## src/rtl/llcPkg.sv

```systemverilog
package llcPkg;
  typedef enum logic [2:0] {
    ST_IDLE,
    ST_EXC,
    ST_READ,
    ST_WAIT,
    ST_DONE
  } llcState_e;

  typedef struct packed {
    logic capReq;   // latch translated/virtual address and size
    logic setBad;   // write bad-address register
    logic capRsp;   // record reservation from read data
  } llcStrobe_t;
endpackage

```

## src/rtl/llcData.sv

```systemverilog
module llcData
  import llcPkg::*;
#(
  parameter int VA_W   = 64,
  parameter int PA_W   = 40,
  parameter int XLEN   = 64,
  parameter int WORD_W = 32
) (
  input  logic              clk,
  input  logic              rstN,
  input  llcStrobe_t        strb,
  input  logic [VA_W-1:0]   reqVaddr,
  input  logic              reqDouble,
  input  logic [PA_W-1:0]   xlatPaddr,
  input  logic [XLEN-1:0]   memRspData,
  output logic              misalign,
  output logic [PA_W-1:0]   pendPaddr,
  output logic              pendDouble,
  output logic [VA_W-1:0]   badVaddr,
  output logic              linkValid,
  output logic [PA_W-1:0]   linkPaddr,
  output logic [VA_W-1:0]   linkVaddr,
  output logic [XLEN-1:0]   linkValue
);
  localparam int WORD_LSB  = $clog2(WORD_W / 8);
  localparam int DWORD_LSB = $clog2(XLEN / 8);

  logic [VA_W-1:0] pendVaddr;
  logic [XLEN-1:0] loadValue;

  // Alignment check against the selected access size
  always_comb begin
    if (reqDouble) misalign = |reqVaddr[DWORD_LSB-1:0];
    else           misalign = |reqVaddr[WORD_LSB-1:0];
  end

  // Size adjustment of the returned data
  generate
    if (XLEN > WORD_W) begin : gExt
      localparam int EXT_W = XLEN - WORD_W;
      always_comb begin
        if (pendDouble) loadValue = memRspData;
        else loadValue = {{EXT_W{memRspData[WORD_W-1]}}, memRspData[WORD_W-1:0]};
      end


      word_sign_ext_chk: assert property (@(posedge clk) disable iff (!rstN)
        (strb.capRsp && !pendDouble) |=>
          (linkValue[XLEN-1:WORD_W] == {EXT_W{linkValue[WORD_W-1]}}));
    end else begin : gNoExt
      always_comb loadValue = memRspData;
    end
  endgenerate

  // Pending request registers
  always_ff @(posedge clk) begin
    if (!rstN) begin
      pendPaddr  <= '0;
      pendVaddr  <= '0;
      pendDouble <= 1'b0;
    end else if (strb.capReq) begin
      pendPaddr  <= xlatPaddr;
      pendVaddr  <= reqVaddr;
      pendDouble <= reqDouble;
    end
  end

  // Bad-address register
  always_ff @(posedge clk) begin
    if (!rstN)            badVaddr <= '0;
    else if (strb.setBad) badVaddr <= reqVaddr;
  end

  // Reservation triple
  always_ff @(posedge clk) begin
    if (!rstN) begin
      linkValid <= 1'b0;
      linkPaddr <= '0;
      linkVaddr <= '0;
      linkValue <= '0;
    end else if (strb.capRsp) begin
      linkValid <= 1'b1;
      linkPaddr <= pendPaddr;
      linkVaddr <= pendVaddr;
      linkValue <= loadValue;
    end
  end


  link_sticky_chk: assert property (@(posedge clk) disable iff (!rstN)
    linkValid |=> linkValid);


  link_hold_chk: assert property (@(posedge clk) disable iff (!rstN)
    (strb.setBad || (strb.capReq == 1'b0 && strb.capRsp == 1'b0 && misalign && strb.setBad))
      |=> ($stable(linkPaddr) && $stable(linkVaddr) && $stable(linkValue)));
endmodule

```

## src/rtl/llcCtrl.sv

```systemverilog
module llcCtrl
  import llcPkg::*;
(
  input  logic       clk,
  input  logic       rstN,
  input  logic       reqValid,
  input  logic       reqDebug,
  input  logic       misalign,
  input  logic       memRdReady,
  input  logic       memRspValid,
  output logic       reqReady,
  output logic       memRdValid,
  output logic       excValid,
  output logic       resValid,
  output llcStrobe_t strb
);
  llcState_e state, stateNext;
  logic accept;

  assign reqReady   = (state == ST_IDLE);
  assign accept     = reqValid && reqReady;
  assign excValid   = (state == ST_EXC);
  assign memRdValid = (state == ST_READ);
  assign resValid   = (state == ST_DONE);

  always_comb begin
    strb        = '0;
    strb.capReq = accept && !misalign;
    strb.setBad = accept && misalign && !reqDebug;
    strb.capRsp = (state == ST_WAIT) && memRspValid;
  end

  always_comb begin
    stateNext = state;
    unique case (state)
      ST_IDLE: if (accept) stateNext = misalign ? ST_EXC : ST_READ;
      ST_EXC:  stateNext = ST_IDLE;
      ST_READ: if (memRdReady) stateNext = ST_WAIT;
      ST_WAIT: if (memRspValid) stateNext = ST_DONE;
      ST_DONE: stateNext = ST_IDLE;
      default: stateNext = ST_IDLE;
    endcase
  end

  always_ff @(posedge clk) begin
    if (!rstN) state <= ST_IDLE;
    else       state <= stateNext;
  end


  exc_pulse_chk: assert property (@(posedge clk) disable iff (!rstN)
    excValid |=> (!excValid && reqReady));


  exc_no_read_chk: assert property (@(posedge clk) disable iff (!rstN)
    (accept && misalign) |=> (excValid && !memRdValid));


  read_issue_chk: assert property (@(posedge clk) disable iff (!rstN)
    (accept && !misalign) |=> (memRdValid && !excValid));


  read_hold_chk: assert property (@(posedge clk) disable iff (!rstN)
    (memRdValid && !memRdReady) |=> memRdValid);


  res_after_rsp_chk: assert property (@(posedge clk) disable iff (!rstN)
    strb.capRsp |=> resValid);


  res_pulse_chk: assert property (@(posedge clk) disable iff (!rstN)
    resValid |=> (!resValid && reqReady));


  busy_excl_chk: assert property (@(posedge clk) disable iff (!rstN)
    $onehot0({reqReady, excValid, memRdValid, resValid}));
endmodule

```

## src/rtl/linkedLoadCapture.sv

```systemverilog
module linkedLoadCapture
  import llcPkg::*;
#(
  parameter int VA_W   = 64,
  parameter int PA_W   = 40,
  parameter int XLEN   = 64,
  parameter int WORD_W = 32
) (
  input  logic            clk,
  input  logic            rstN,
  input  logic            reqValid,
  output logic            reqReady,
  input  logic [VA_W-1:0] reqVaddr,
  input  logic            reqDouble,
  input  logic            reqDebug,
  input  logic [PA_W-1:0] xlatPaddr,
  output logic            memRdValid,
  input  logic            memRdReady,
  output logic [PA_W-1:0] memRdAddr,
  output logic            memRdDouble,
  input  logic            memRspValid,
  input  logic [XLEN-1:0] memRspData,
  output logic            resValid,
  output logic [XLEN-1:0] resData,
  output logic            excValid,
  output logic [VA_W-1:0] badVaddr,
  output logic            linkValid,
  output logic [PA_W-1:0] linkPaddr,
  output logic [VA_W-1:0] linkVaddr,
  output logic [XLEN-1:0] linkValue
);
  llcStrobe_t strb;
  logic       misalign;

  llcCtrl uCtrl (
    .clk        (clk),
    .rstN       (rstN),
    .reqValid   (reqValid),
    .reqDebug   (reqDebug),
    .misalign   (misalign),
    .memRdReady (memRdReady),
    .memRspValid(memRspValid),
    .reqReady   (reqReady),
    .memRdValid (memRdValid),
    .excValid   (excValid),
    .resValid   (resValid),
    .strb       (strb)
  );

  llcData #(
    .VA_W  (VA_W),
    .PA_W  (PA_W),
    .XLEN  (XLEN),
    .WORD_W(WORD_W)
  ) uData (
    .clk       (clk),
    .rstN      (rstN),
    .strb      (strb),
    .reqVaddr  (reqVaddr),
    .reqDouble (reqDouble),
    .xlatPaddr (xlatPaddr),
    .memRspData(memRspData),
    .misalign  (misalign),
    .pendPaddr (memRdAddr),
    .pendDouble(memRdDouble),
    .badVaddr  (badVaddr),
    .linkValid (linkValid),
    .linkPaddr (linkPaddr),
    .linkVaddr (linkVaddr),
    .linkValue (linkValue)
  );

  assign resData = linkValue;


  debug_bad_keep_chk: assert property (@(posedge clk) disable iff (!rstN)
    (reqValid && reqReady && misalign && reqDebug) |=> $stable(badVaddr));


  bad_write_chk: assert property (@(posedge clk) disable iff (!rstN)
    (reqValid && reqReady && misalign && !reqDebug) |=> (badVaddr == $past(reqVaddr)));


  read_addr_hold_chk: assert property (@(posedge clk) disable iff (!rstN)
    (memRdValid && !memRdReady) |=> ($stable(memRdAddr) && $stable(memRdDouble)));


  res_link_chk: assert property (@(posedge clk) disable iff (!rstN)
    resValid |-> linkValid);


  dword_misalign_chk: assert property (@(posedge clk) disable iff (!rstN)
    (reqValid && reqReady && reqDouble && (reqVaddr[2:0] != 3'b000)) |=> excValid);
endmodule

```

## config.mk

```make
export PLATFORM = sky130hd
export DESIGN_NAME = linkedLoadCapture
export DESIGN_NICKNAME = d
export VERILOG_FILES = /design/src/rtl/llcPkg.sv /design/src/rtl/llcData.sv /design/src/rtl/llcCtrl.sv /design/src/rtl/linkedLoadCapture.sv
export SDC_FILE = /design/constraint.sdc
export NUM_CORES = 1
export LEC_CHECK = 0
export ABC_CLOCK_PERIOD_IN_PS = 2400
export BUFFER_PORTS_ARGS = -buffer_cell sky130_fd_sc_hd__buf_4
export CORE_AREA = 3 3 202 204
export CTS_CLUSTER_SIZE = 10
export DETAILED_ROUTE_END_ITERATION = 10
export DIE_AREA = 0 0 205 207
export PLACE_DENSITY_LB_ADDON = 0.08
export SLEW_MARGIN = 0
export SYNTH_ARGS = -nofsm -noshare
export SYNTH_HDL_FRONTEND = slang
export SYNTH_HIERARCHICAL = 1
export SYNTH_SLANG_ARGS = --single-unit
```

## constraint.sdc

```tcl
create_clock -name clk -period 2.4 [get_ports clk]
set_clock_uncertainty 0.15 [all_clocks]
set_input_delay 0.36 -clock clk [delete_from_list [all_inputs] [get_ports clk]]
set_output_delay 0.36 -clock clk [all_outputs]
set_load 0.01 [all_outputs]
```

======== Yosys cells after proc, flatten, opt, wreduce, memory -nomap -nowiden ========
Index checks and enable logic that the tools add are counted.
word-level totals
  output and inout bits ................... 342
  register bits ........................... 341
  bits of input ports ..................... 175
  logic and storage cells ................. 34
operators by class
  muxes and demuxes ....................... 7
  reduce and logical (&&, ||, !) cells .... 11
  eq/ne operators ......................... 7
operators with widths
  cell                                                                     number
  64-bit 2-to-1 mux                                                        1
  3-bit 2-to-1 mux                                                         3
  3-bit case mux with 3 select lines                                       1
  3-bit by 2-bit == test with 1-bit output, second input constant          2
  1-bit logical AND                                                        5
  2-bit inequality test, second input constant                             2
  3-bit by 1-bit == test with 1-bit output, second input constant          1
  3-bit == test, second input constant                                     1
  3-bit zero test                                                          1
  3-bit AND reduction                                                      1
  3-bit OR reduction                                                       1
  1-bit zero test                                                          2
  2-bit 2-to-1 mux                                                         1
  2-bit by 1-bit inequality test with 1-bit output, second input constant  1
  2-bit OR reduction                                                       1
  1-bit 2-to-1 mux                                                         1

======== Depth between registers and ports, before layout ========
Gate-level depths: netlist (run 1).
  depth after elaboration ................. 5
  depth in mapped cells ................... 9
  gate-level depth less buffers ........... 5

======== By module ========
The synthesis (run 1) kept the hierarchy.
by module, submodules not included
  module             sequential area each (um^2)  cells each  area each (um^2)  instances
  llcData            6766.5                       1132        12679.7           1
  linkedLoadCapture  0.0                          64          480.5             1
  llcCtrl            60.1                         25          225.2             1

======== Worst setup path before layout (run 1) ========
OpenSTA, ideal clock, no wires.
  kind .................................... flip-flop to flip-flop
  start point ............................. register uCtrl.state[1]
  end point ............................... register uData.badVaddr[10]
  arrival ................................. 1.563 ns
  library setup time ...................... 0.116 ns
  slack ................................... 0.571 ns
  stages on the path, launching flop included .. 9
  path buffers ............................ 3
  period minus slack after synthesis ...... 1.829 ns
  data required time ...................... 2.134 ns
  path through ............................ dfxtp_1 buf_4 nor3_4 nand2_2 nor3b_2 buf_4 buf_2 mux2i_1 nor2b_1
RTL lines
  item                    RTL line       source
  start, declared         llcCtrl.sv:17  llcState_e state, stateNext;
  start signal, assigned  llcCtrl.sv:47  else state <= stateNext;
  end signal, assigned    llcData.sv:71  else if (strb.setBad) badVaddr <= reqVaddr;
  end, declared           llcData.sv:19  output logic [VA_W-1:0] badVaddr,

======== Worst setup path in the final report (run 1) ========
  start point ............................. input port reqVaddr[2]
  end point ............................... register uCtrl.state[1]
between the ends
  cells in the longest elaborated chain, start to end .. 5
ends and longest elaborated chain
  item                                RTL line                 source
  start, declared                     linkedLoadCapture.sv:13  input logic [VA_W-1:0] reqVaddr,
  3-bit OR reduction                  llcData.sv:33            if (reqDouble) misalign = |reqVaddr[DWORD_LSB-1:0];
  1-bit 2-to-1 mux                    llcData.sv:33
  named net misalign                  linkedLoadCapture.sv:33  logic misalign;
  2-bit 2-to-1 mux                    llcCtrl.sv:36            ST_IDLE: if (accept) stateNext = misalign ? ST_EXC : ST_READ;
  3-bit 2-to-1 mux                    llcCtrl.sv:36
  3-bit case mux with 3 select lines  llcCtrl.sv:35            unique case (state)
The timed path passes the listed nets, and every way through them passes these cells. The select of a mux whose other input is x is not followed.
A chain may end at the register's enable or synchronous reset.

==> results.cfg, run 1 <==
[critical_path]
cp_cell_sequence = dlygate4sd3_1 -> buf_4 -> a211o_1 -> nor2_1 -> a21oi_1 -> dlygate4sd3_1 -> nor3b_1
required_ps = 2710
criticalPathCategory = in2reg
crit_fanout = 4
cp.arrival_ps = 2410
timing.critical_path.slowest_cell_delay_ps = 570
crit_path_end_kind = flop
slowest_stage = sky130_fd_sc_hd__dlygate4sd3_1
cp-start-kind = input port
critical_path.most_common_cell = sky130_fd_sc_hd__dlygate4sd3_1

[floorplan]
core.rowCount = 73
die_y_um = 207
die_x_um = 205
floorplan.die_area_sq_um = 42400
io_pins = 517
core_region_area_sq_um = 39500
initial_utilization = 0.339

[clock_tree]
tritoncts.num_buffers = 41
clock_insertion_delay_worst_skew_ps = 550
clockRootBuffer = sky130_fd_sc_hd__clkbuf_16
clockBufferDepth = 3
tritoncts = done
htreeDepth = 2
clk_pin_slew_worst_paths_ps = 60
numClockSinks = 341

[pwr]
peakVddDrop_v = 0.000520
total_power_uw = 12600
powerDensity_nw_per_um2 = 623
leakage_uw = 0.00792

[layout]
final_net_count = 1997
drive_gt1_frac = 0.321
final_core_utilization = 0.511
finalNonFillerCells = 2361
antenna_cells = 0
areaGrowthSynthToFinish_pct = 50.7

[logic_synthesis]
ys.flop_type = sky130_fd_sc_hd__dfxtp_1
asyncSetResetFlopFracSynth = 0
synth.avg_cell_area_sq_um = 11.0
ys_seq_elements = 341
ys_seq_area_frac = 0.510
synthesis.area_sq_um = 13400
synth_warnings = 6
synth_nets = 1396
number_of_flops_mapped_to_enable_cells_by_yosys = 0
post_synth_inst_count = 1221
yosys.cell_types.count = 27

[timing]
final_hold_viol_count = 0
min_period_over_period = 0.875
fin_tns_setup_ps = 0
period_needed_ps = 2100
rsz0062_at_grt = no
final-setup-viol-count = 0
timing.max_slew.rel_slack = 0.718
finalMaxSlewViolations = 0
max_clock_freq_mhz = 476
timing_worst_slew_pin_value_ps = 423
final_hold_slack_ps = 79.3

[routing]
via_per_inst = 4.38
drt_first_iter_violations = 401
drc = 0
drtPass1Iterations = 4
drt.antenna.violating_nets = 0
detail_route.wl_per_cell_um = 17.6
vias = 10300
routed_wl_um = 41500

[flow_run]
timing.max_cap.violations = 0

[placement]
place.port_buffers = 516
globalplace.congestion = 0.761
dp_hpwl_um = 29100
placed_cells_incl_taps = 2131

[global_routing]
antenna_found_initial = 0
global_route.overflow_total = 0
grt_pass1_vias = 10700
global_route.usage.total = 0.187
grt_start_max_net_pins = 82
grt_first_pass_wirelength_um = 63000

[min_path]
min_path_type = in2reg

[status]
run_status = completed
==> sequential cells by signal, indices dropped and copies added, names as in the netlist <==
register          flops
uData/linkPaddr      40
uData/linkValid       1
uData/pendDouble      1
uData/linkValue      64
uData/badVaddr       64
uData/pendPaddr      40
uData/linkVaddr      64
uData/pendVaddr      64
uCtrl/state           3
==> metal layers <==
metal,track usage,routed length [um]
met5,0,0
met4,0.0530,999
met3,0.0731,3600
met2,0.307,19200
met1,0.228,17700
==> cells by family (layout without fill, tap and decap cells) <==
| logic type | Yosys count | after routing | synth area share |
|---|---|---|---|
| and+or+nand+nor | 352 | 352 | 0.160 |
| muxes | 307 | 307 | 0.230 |
| buffers and inverters | 152 | 767 | 0.0711 |
| AOI/OAI and AO/OA | 69 | 69 | 0.0295 |
| DFF | 341 | 341 | 0.510 |
==> worst paths after layout <==
kind | depth (start not counted) | slack, ps | from | end
worst max-delay path | 7 | 300 | reqVaddr[2] | uCtrl/state[1]
worst min-delay path | 3 | 80 | rstN | uData/linkValue[59]
worst max register to register | 6 | 390 | uCtrl/state[0] | uData/badVaddr[48]
worst min register to register | 1 | 310 | uData/linkValid | uData/linkValid
==> through the flow <==
stage               setup slack, ps  cell area [sq um]
floorplan                       571              13400
global placement                340              17300
detailed placement              309              17300
CTS                             284              20200
global route                    212              20200
finish                          300              20200
==> cell type report <==
cell class                 count  area [sq um]
sequential                   341          6830
tap                          525           657
timing repair buffer         709          5910
inverter                       1          3.75
clock inverter                 3          18.8
fill                        3648         19300
clock buffer                  54          1140
multi-input combinational    728          5620
==> cells in the final DEF (no fill, tap or decap), types with 2 or more instances in the layout <==
master                            n
sky130_fd_sc_hd__a31oi_1         32
sky130_fd_sc_hd__and2_1           2
sky130_fd_sc_hd__buf_12          12
sky130_fd_sc_hd__buf_4          523
sky130_fd_sc_hd__clkbuf_1         9
sky130_fd_sc_hd__clkbuf_16       43
sky130_fd_sc_hd__clkbuf_8         2
sky130_fd_sc_hd__clkinv_2         2
sky130_fd_sc_hd__dfxtp_1        341
sky130_fd_sc_hd__dlygate4sd3_1  173
sky130_fd_sc_hd__mux2i_1        307
sky130_fd_sc_hd__nand2_1         32
sky130_fd_sc_hd__nor2_1           2
sky130_fd_sc_hd__nor2b_1        305
sky130_fd_sc_hd__nor3b_1          3
sky130_fd_sc_hd__o21ai_0         32
==> report_power, final <==
group	leakage [uW]	total [uW]	internal (uW)	switching, uW
registers	0.00276	5850	5780	74.9
clock network	0.000567	5520	3270	2260
logic	0.00459	1200	728	475
==> worst max-delay path: cells and delay by family <==
kind / cells / cell delay (ps)
compound gates: 2 / 480
buf+inv: 3 / 1270
simple gates: 2 / 310
==> Yosys cell counts, drive strengths merged (2+ instances only) <==
library cell  number  area, sq um
clkbuf            42          158
nor2               3         11.3
and2               2         12.5
buf              109          791
mux2i            307         3070
o21ai             32          160
a31oi             32          200
nor2b            305         1910
dfxtp            341         6830
nor3b              4         35.0
nand2             33          126
==> timing repair <==
item,4_1_cts,5_1_grt
setup buffers,0,0
hold buffers,173,0
resized for setup,0,0
hold endpoints to repair,235,0
Power figures use the tool's default switching activity.
==> inputs of run 2 (changes only) <==
--- a/config.mk
+++ b/config.mk
@@ -7,10 +7,12 @@
 export LEC_CHECK = 0
 export ABC_CLOCK_PERIOD_IN_PS = 2400
 export BUFFER_PORTS_ARGS = -buffer_cell sky130_fd_sc_hd__buf_4
-export CORE_AREA = 3 3 202 204
+export CELL_PAD_IN_SITES_DETAIL_PLACEMENT = 0
+export CELL_PAD_IN_SITES_GLOBAL_PLACEMENT = 1
+export CORE_AREA = 3 3 200 202
 export CTS_CLUSTER_SIZE = 10
 export DETAILED_ROUTE_END_ITERATION = 10
-export DIE_AREA = 0 0 205 207
+export DIE_AREA = 0 0 203 205
 export PLACE_DENSITY_LB_ADDON = 0.08
 export SLEW_MARGIN = 0
 export SYNTH_ARGS = -nofsm -noshare
==> constraint.sdc (replaced) <==
create_clock -name clk -period 2.4 [get_ports clk]
set_clock_uncertainty 0.15 [all_clocks]
set_input_delay 0.36 -clock clk [delete_from_list [all_inputs] [get_ports clk]]
set_output_delay 0.36 -clock clk [all_outputs]
set_load 0.05 [all_outputs]
==> run 2 against run 1 <==
  * Clock power rose by 9.1%
  * Worst setup slack got worse by 29 ps
  * Hold slack got worse by 42 ps
  * Core utilization rose by 1.5 points
  * Wire length rose by 1.8%
  * Flip-flop and latch count did not move
  * Die area fell by 1.9%
  * Sequential share of layout area fell by 0.11 points
  * Global-route usage rose by 0.97 points
  * Register-to-register slack got worse by 20 ps
  * Maximum frequency fell by 1.4%
  * Highest routed layer unchanged
==> results.cfg, run 2 (synthesis results as in run 1) <==
[timing]
max_clock_freq_mhz = 470
fin_tns_setup_ps = 0
finalMaxSlewViolations = 0
rsz0062_at_grt = no
period_needed_ps = 2130
min_period_over_period = 0.887
timing.max_slew.rel_slack = 0.652
timing_worst_slew_pin_value_ps = 522
final_hold_viol_count = 0
final_hold_slack_ps = 37.5
final-setup-viol-count = 0

[pwr]
power_frac_clock = 0.451
switching_power_uw = 3110
swShare = 0.233
leakage_uw = 0.00795
p_comb_frac = 0.110
powerDensity_nw_per_um2 = 659
seq_power_share = 0.439
power.internal_uw = 10200
peakVddDrop_v = 0.000467

[clock_tree]
clockBufferDepth = 3
cts_setup_buffers = 0
clock_insertion_delay_worst_skew_ps = 530
cts_resized = 0
numClockSinks = 341
htreeDepth = 2
tritoncts.num_buffers = 42
clockRootBuffer = sky130_fd_sc_hd__clkbuf_16
tritoncts = done
clk_pin_slew_worst_paths_ps = 60

[layout]
mostFrequentLayoutCells = sky130_fd_sc_hd__buf_4 (522), sky130_fd_sc_hd__dfxtp_1 (341), sky130_fd_sc_hd__mux2i_1 (307), sky130_fd_sc_hd__nor2b_1 (305), sky130_fd_sc_hd__dlygate4sd3_1 (172)
number_of_filler_instances_in_the_final_layout = 3550
final_net_count = 1994
multi_input_comb_area_sq_um = 5620
areaGrowthSynthToFinish_pct = 51.3
layout_commonest_cell = sky130_fd_sc_hd__buf_4
regArea_sq_um = 6830
finalNonFillerCells = 2355
drive_gt1_frac = 0.321
postLayoutCellArea_sq_um = 20200

[floorplan]
initial_utilization = 0.348
io_pins = 517
floorplan.die_area_sq_um = 41600
die_x_um = 203
core.rowCount = 72
die_y_um = 205
core_region_area_sq_um = 38500

[placement]
place.port_buffers = 516
dp_hpwl_um = 29600
globalplace.congestion = 0.762
placed_cells_incl_taps = 2121
dpl_cell_area_sq_um = 17200

[critical_path]
crit_path_end_kind = flop
cp.arrival_ps = 2390
crit_fanout = 58
timing.critical_path.slowest_cell_delay_ps = 570
criticalPathCategory = in2reg
cp_cell_sequence = dlygate4sd3_1 -> buf_4 -> a211o_1 -> nor2_4 -> buf_12 -> mux2i_1 -> nor2b_1
slowest_stage = sky130_fd_sc_hd__dlygate4sd3_1
cp-start-kind = input port
required_ps = 2670

[global_routing]
global_route.overflow_total = 0
global_route.usage.total = 0.197
grt_first_pass_wirelength_um = 64600
antenna_found_initial = 1
grt_start_max_net_pins = 87
grt_pass1_vias = 10800

[status]
run_status = completed

[flow_run]
timing.max_cap.violations = 0

[routing]
drt_first_iter_violations = 362
drt.antenna.violating_nets = 0
routed_wl_um = 42300
via_per_inst = 4.39
detail_route.wl_per_cell_um = 17.9
drc = 0
drtPass1Iterations = 4
vias = 10300

[min_path]
min_path_type = in2reg
-- run 2: changes by cell type in the layout (fill, tap and decap cells not counted) --
| cell | change |
|---|---|
| sky130_fd_sc_hd__buf_12 | -2 |
| sky130_fd_sc_hd__buf_4 | -1 |
| sky130_fd_sc_hd__buf_6 | -1 |
| sky130_fd_sc_hd__bufinv_16 | +3 |
| sky130_fd_sc_hd__clkbuf_1 | +1 |
| sky130_fd_sc_hd__clkbuf_16 | +2 |
| sky130_fd_sc_hd__clkbuf_8 | +1 |
| sky130_fd_sc_hd__clkinv_2 | -1 |
| sky130_fd_sc_hd__diode_2 | +1 |
| sky130_fd_sc_hd__dlygate4sd3_1 | -1 |
| sky130_fd_sc_hd__inv_6 | -1 |
-- run 2: cell type report --
class,count,area share
Clock inverter,4,0.00470
Inverter,1,0.000185
Sequential cell,341,0.337
Antenna cell,1,0.000124
Multi-Input combinational cell,728,0.278
Clock buffer,57,0.0588
Tap cell,518,0.0320
Timing Repair Buffer,705,0.289
-- run 2: metrics by stage --
stage / total power [uW] / util / worst slack [ps]
global placement: 7210 / 0.448 / 365
global route: 13900 / 0.526 / 165
finish: 13300 / 0.526 / 271
detailed placement: 7220 / 0.448 / 322
floorplan: 6700 / - / 254
CTS: 13600 / 0.526 / 284
-- run 2: metal layers --
| metal | vias up | wire (um) | share of wire | track usage |
|---|---|---|---|---|
| li1 | 5184 | - | - | - |
| met1 | 4783 | 18000 | 0.43 | 0.244 |
| met2 | 305 | 20400 | 0.48 | 0.337 |
| met3 | 56 | 3010 | 0.071 | 0.0577 |
| met4 | 0 | 820 | 0.019 | 0.0488 |
| met5 | - | 0 | 0 | 0 |
-- run 2: path summary, 6_finish.rpt --
path,depth (start not counted),slack (ps),end,start
worst min-delay path,4,40,uCtrl/state[1],memRspValid
worst max register to register,6,370,uData/badVaddr[21],uCtrl/state[0]
worst max-delay path,7,270,uData/pendPaddr[20],reqVaddr[2]
worst min register to register,1,300,uData/linkValid,uData/linkValid
-- run 2: power by group through the flow --
stage               sequential [uW]  combinational, uW  clock (uW)
detailed placement             5970               1250           0
global placement               5970               1240           0
global route                   5860               1570        6440
finish                         5850               1470        6020
floorplan                      6220                479           0
CTS                            5850               1490        6230
-- run 2: timing repair --
item | in CTS | in global routing
endpoints found under the setup margin | 0 | 0
endpoints found under the hold margin | 235 | 0
hold buffers | 172 | 0
-- run 2: worst max-delay path: cells and delay by family --
family / cells / cell delay, ps
AOI/OAI and AO/OA: 1 / 370
buffers and inverters: 3 / 1120
muxes: 1 / 260
and+or+nand+nor: 2 / 250
==> inputs of run 3 (changes only) <==
--- a/config.mk
+++ b/config.mk
@@ -10,10 +10,10 @@
 export CELL_PAD_IN_SITES_DETAIL_PLACEMENT = 0
 export CELL_PAD_IN_SITES_GLOBAL_PLACEMENT = 1
 export CORE_AREA = 3 3 200 202
-export CTS_CLUSTER_SIZE = 10
 export DETAILED_ROUTE_END_ITERATION = 10
 export DIE_AREA = 0 0 203 205
-export PLACE_DENSITY_LB_ADDON = 0.08
+export PLACE_DENSITY_LB_ADDON = 0.1
+export RECOVER_POWER = 25
 export SLEW_MARGIN = 0
 export SYNTH_ARGS = -nofsm -noshare
 export SYNTH_HDL_FRONTEND = slang
==> run 3 against run 2 <==
  * Non-clock buffer count is 4 higher
  * Maximum frequency increased by 3.5%
  * Core utilization is 1.5 points lower
  * Sequential power about the same
  * Critical path depth did not move
  * Sequential share of layout area grew 1.0 points
  * Clock power decreased by 0.8%
  * First-iteration DRC count increased by 13%
  * Largest power group unchanged
==> results.cfg, run 3 (synthesis results as in run 1) <==
[timing]
max_clock_freq_mhz = 486
min_period_over_period = 0.857
timing.max_slew.rel_slack = 0.490
period_needed_ps = 2060
rsz0062_at_grt = no
final_hold_viol_count = 0
finalMaxSlewViolations = 0
final-setup-viol-count = 0
timing_worst_slew_pin_value_ps = 769
fin_tns_setup_ps = 0

[routing]
drc = 0
drt.antenna.violating_nets = 0
via_per_inst = 4.39
drtPass1Iterations = 4
routed_wl_um = 42000
detail_route.wl_per_cell_um = 17.8
vias = 10400
drt_first_iter_violations = 408

[clock_tree]
clockBufferDepth = 3
cts_resized = 0
clk_pin_slew_worst_paths_ps = 60
cts_setup_buffers = 0
clockRootBuffer = sky130_fd_sc_hd__clkbuf_16
tritoncts = done
htreeDepth = 2
tritoncts.num_buffers = 41
clock_insertion_delay_worst_skew_ps = 540
numClockSinks = 341

[critical_path]
criticalPathCategory = in2reg
cp-start-kind = input port
r2r_end = uData/badVaddr[20]
cp.arrival_ps = 2330
crit_path_end_kind = flop
rr_worst_depth = 6
timing.rr.start = uCtrl/state[0]
reg2reg_setup_slack_ps = 410
required_ps = 2680
crit_fanout = 39

[global_routing]
global_route.overflow_total = 0
global_route.usage.total = 0.194
grt_first_pass_wirelength_um = 63400
grt_pass1_vias = 10700
antenna_found_initial = 1
grt_start_max_net_pins = 89

[flow_run]
timing.max_cap.violations = 0

[floorplan]
floorplan.die_area_sq_um = 41600
core_region_area_sq_um = 38500
initial_utilization = 0.348
die_x_um = 203
io_pins = 517
die_y_um = 205
core.rowCount = 72

[min_path]
min_path_type = in2reg
worst_hold_path_startpoint = rstN
min_delay_path_depth = 3
min_to = uData/linkValue[36]

[layout]
final_net_count = 1997
final_core_utilization = 0.511
drive_gt1_frac = 0.234
areaGrowthSynthToFinish_pct = 46.9
layout_commonest_cell = sky130_fd_sc_hd__buf_4
mostFrequentLayoutCells = sky130_fd_sc_hd__buf_4 (356), sky130_fd_sc_hd__dfxtp_1 (341), sky130_fd_sc_hd__mux2i_1 (307), sky130_fd_sc_hd__nor2b_1 (305), sky130_fd_sc_hd__clkbuf_1 (177)
number_of_filler_instances_in_the_final_layout = 3691

[placement]
place.port_buffers = 516
globalplace.congestion = 0.790
dp_hpwl_um = 29700

[pwr]
powerDensity_nw_per_um2 = 674
p_comb_frac = 0.108
power.internal_uw = 10100
total_power_uw = 13200
power_frac_clock = 0.450
switching_power_uw = 3170
swShare = 0.239
leakage_uw = 0.00727
peakVddDrop_v = 0.000479
seq_power_share = 0.441

[status]
run_status = completed
==> run 3: cell types whose count changed in the layout (fill, tap and decap cells not counted) <==
cell	previous run	this run
sky130_fd_sc_hd__clkbuf_1	10	177
sky130_fd_sc_hd__buf_4	522	356
sky130_fd_sc_hd__clkbuf_8	3	9
sky130_fd_sc_hd__clkinv_2	1	6
sky130_fd_sc_hd__clkbuf_16	45	41
sky130_fd_sc_hd__buf_12	10	11
sky130_fd_sc_hd__buf_6	0	1
sky130_fd_sc_hd__bufinv_16	3	2
sky130_fd_sc_hd__clkinv_4	0	1
sky130_fd_sc_hd__clkinvlp_4	0	1
sky130_fd_sc_hd__dlygate4sd3_1	172	173
==> run 3: worst max path at each step <==
stage | startpoint | to | cells past startpoint
global route | reqVaddr[1] | uData/pendPaddr[29] | 7
finish | reqVaddr[2] | uData/pendVaddr[26] | 7
floorplan | uCtrl/state[1] | uData/badVaddr[10] | 8
global placement | reqVaddr[2] | uData/pendPaddr[33] | 6
detailed placement | reqVaddr[2] | uData/pendVaddr[38] | 6
CTS | uCtrl/state[0] | excValid | 2
==> run 3: metal layers <==
metal | global-route usage | up-vias | part of all wire
li1 | - | 5197 | -
met1 | 0.236 | 4807 | 0.43
met2 | 0.324 | 317 | 0.47
met3 | 0.0612 | 77 | 0.073
met4 | 0.0678 | 0 | 0.029
met5 | 0 | - | 0
==> run 3: repair_timing <==
| item | in CTS | in global routing |
|---|---|---|
| hold endpoints to repair | 235 | 0 |
| hold buffers | 173 | 0 |
| setup endpoints to repair | 0 | 0 |
==> run 3: cell type report <==
cell class	instances	area [sq um]	area share
Antenna cell	1	2.50	0.000127
Clock buffer	59	1180	0.0602
Clock inverter	10	106	0.00541
Inverter	1	3.75	0.000191
Multi-Input combinational cell	728	5620	0.286
Sequential cell	341	6830	0.347
Tap cell	518	648	0.0330
Timing Repair Buffer	709	5270	0.268
==> run 3: worst max-delay path: stages <==
cell	delay (ps)
sky130_fd_sc_hd__dlygate4sd3_1	530
sky130_fd_sc_hd__buf_4	170
sky130_fd_sc_hd__a211o_1	370
sky130_fd_sc_hd__nor2_4	240
sky130_fd_sc_hd__buf_12	310
sky130_fd_sc_hd__mux2i_1	240
sky130_fd_sc_hd__nor2b_1	60
==> run 3: power by group through the flow <==
stage / registers [uW] / logic, uW / clock network, uW
after floorplan: 6220 / 479 / 0
after global placement: 5970 / 1250 / 0
after detailed placement: 5970 / 1250 / 0
after CTS: 5850 / 1500 / 6200
after global routing: 5860 / 1530 / 6400
final: 5850 / 1430 / 5970
==> run 3: through the flow <==
step	worst slack, ps	hold slack, ps	instance area (sq um)	instances
floorplan	254	332	13400	1221
global placement	385	293	17300	2124
detailed placement	359	307	17300	2124
CTS	293	89.8	20300	2366
global route	226	128	19700	2367
finish	343	113	19700	2367
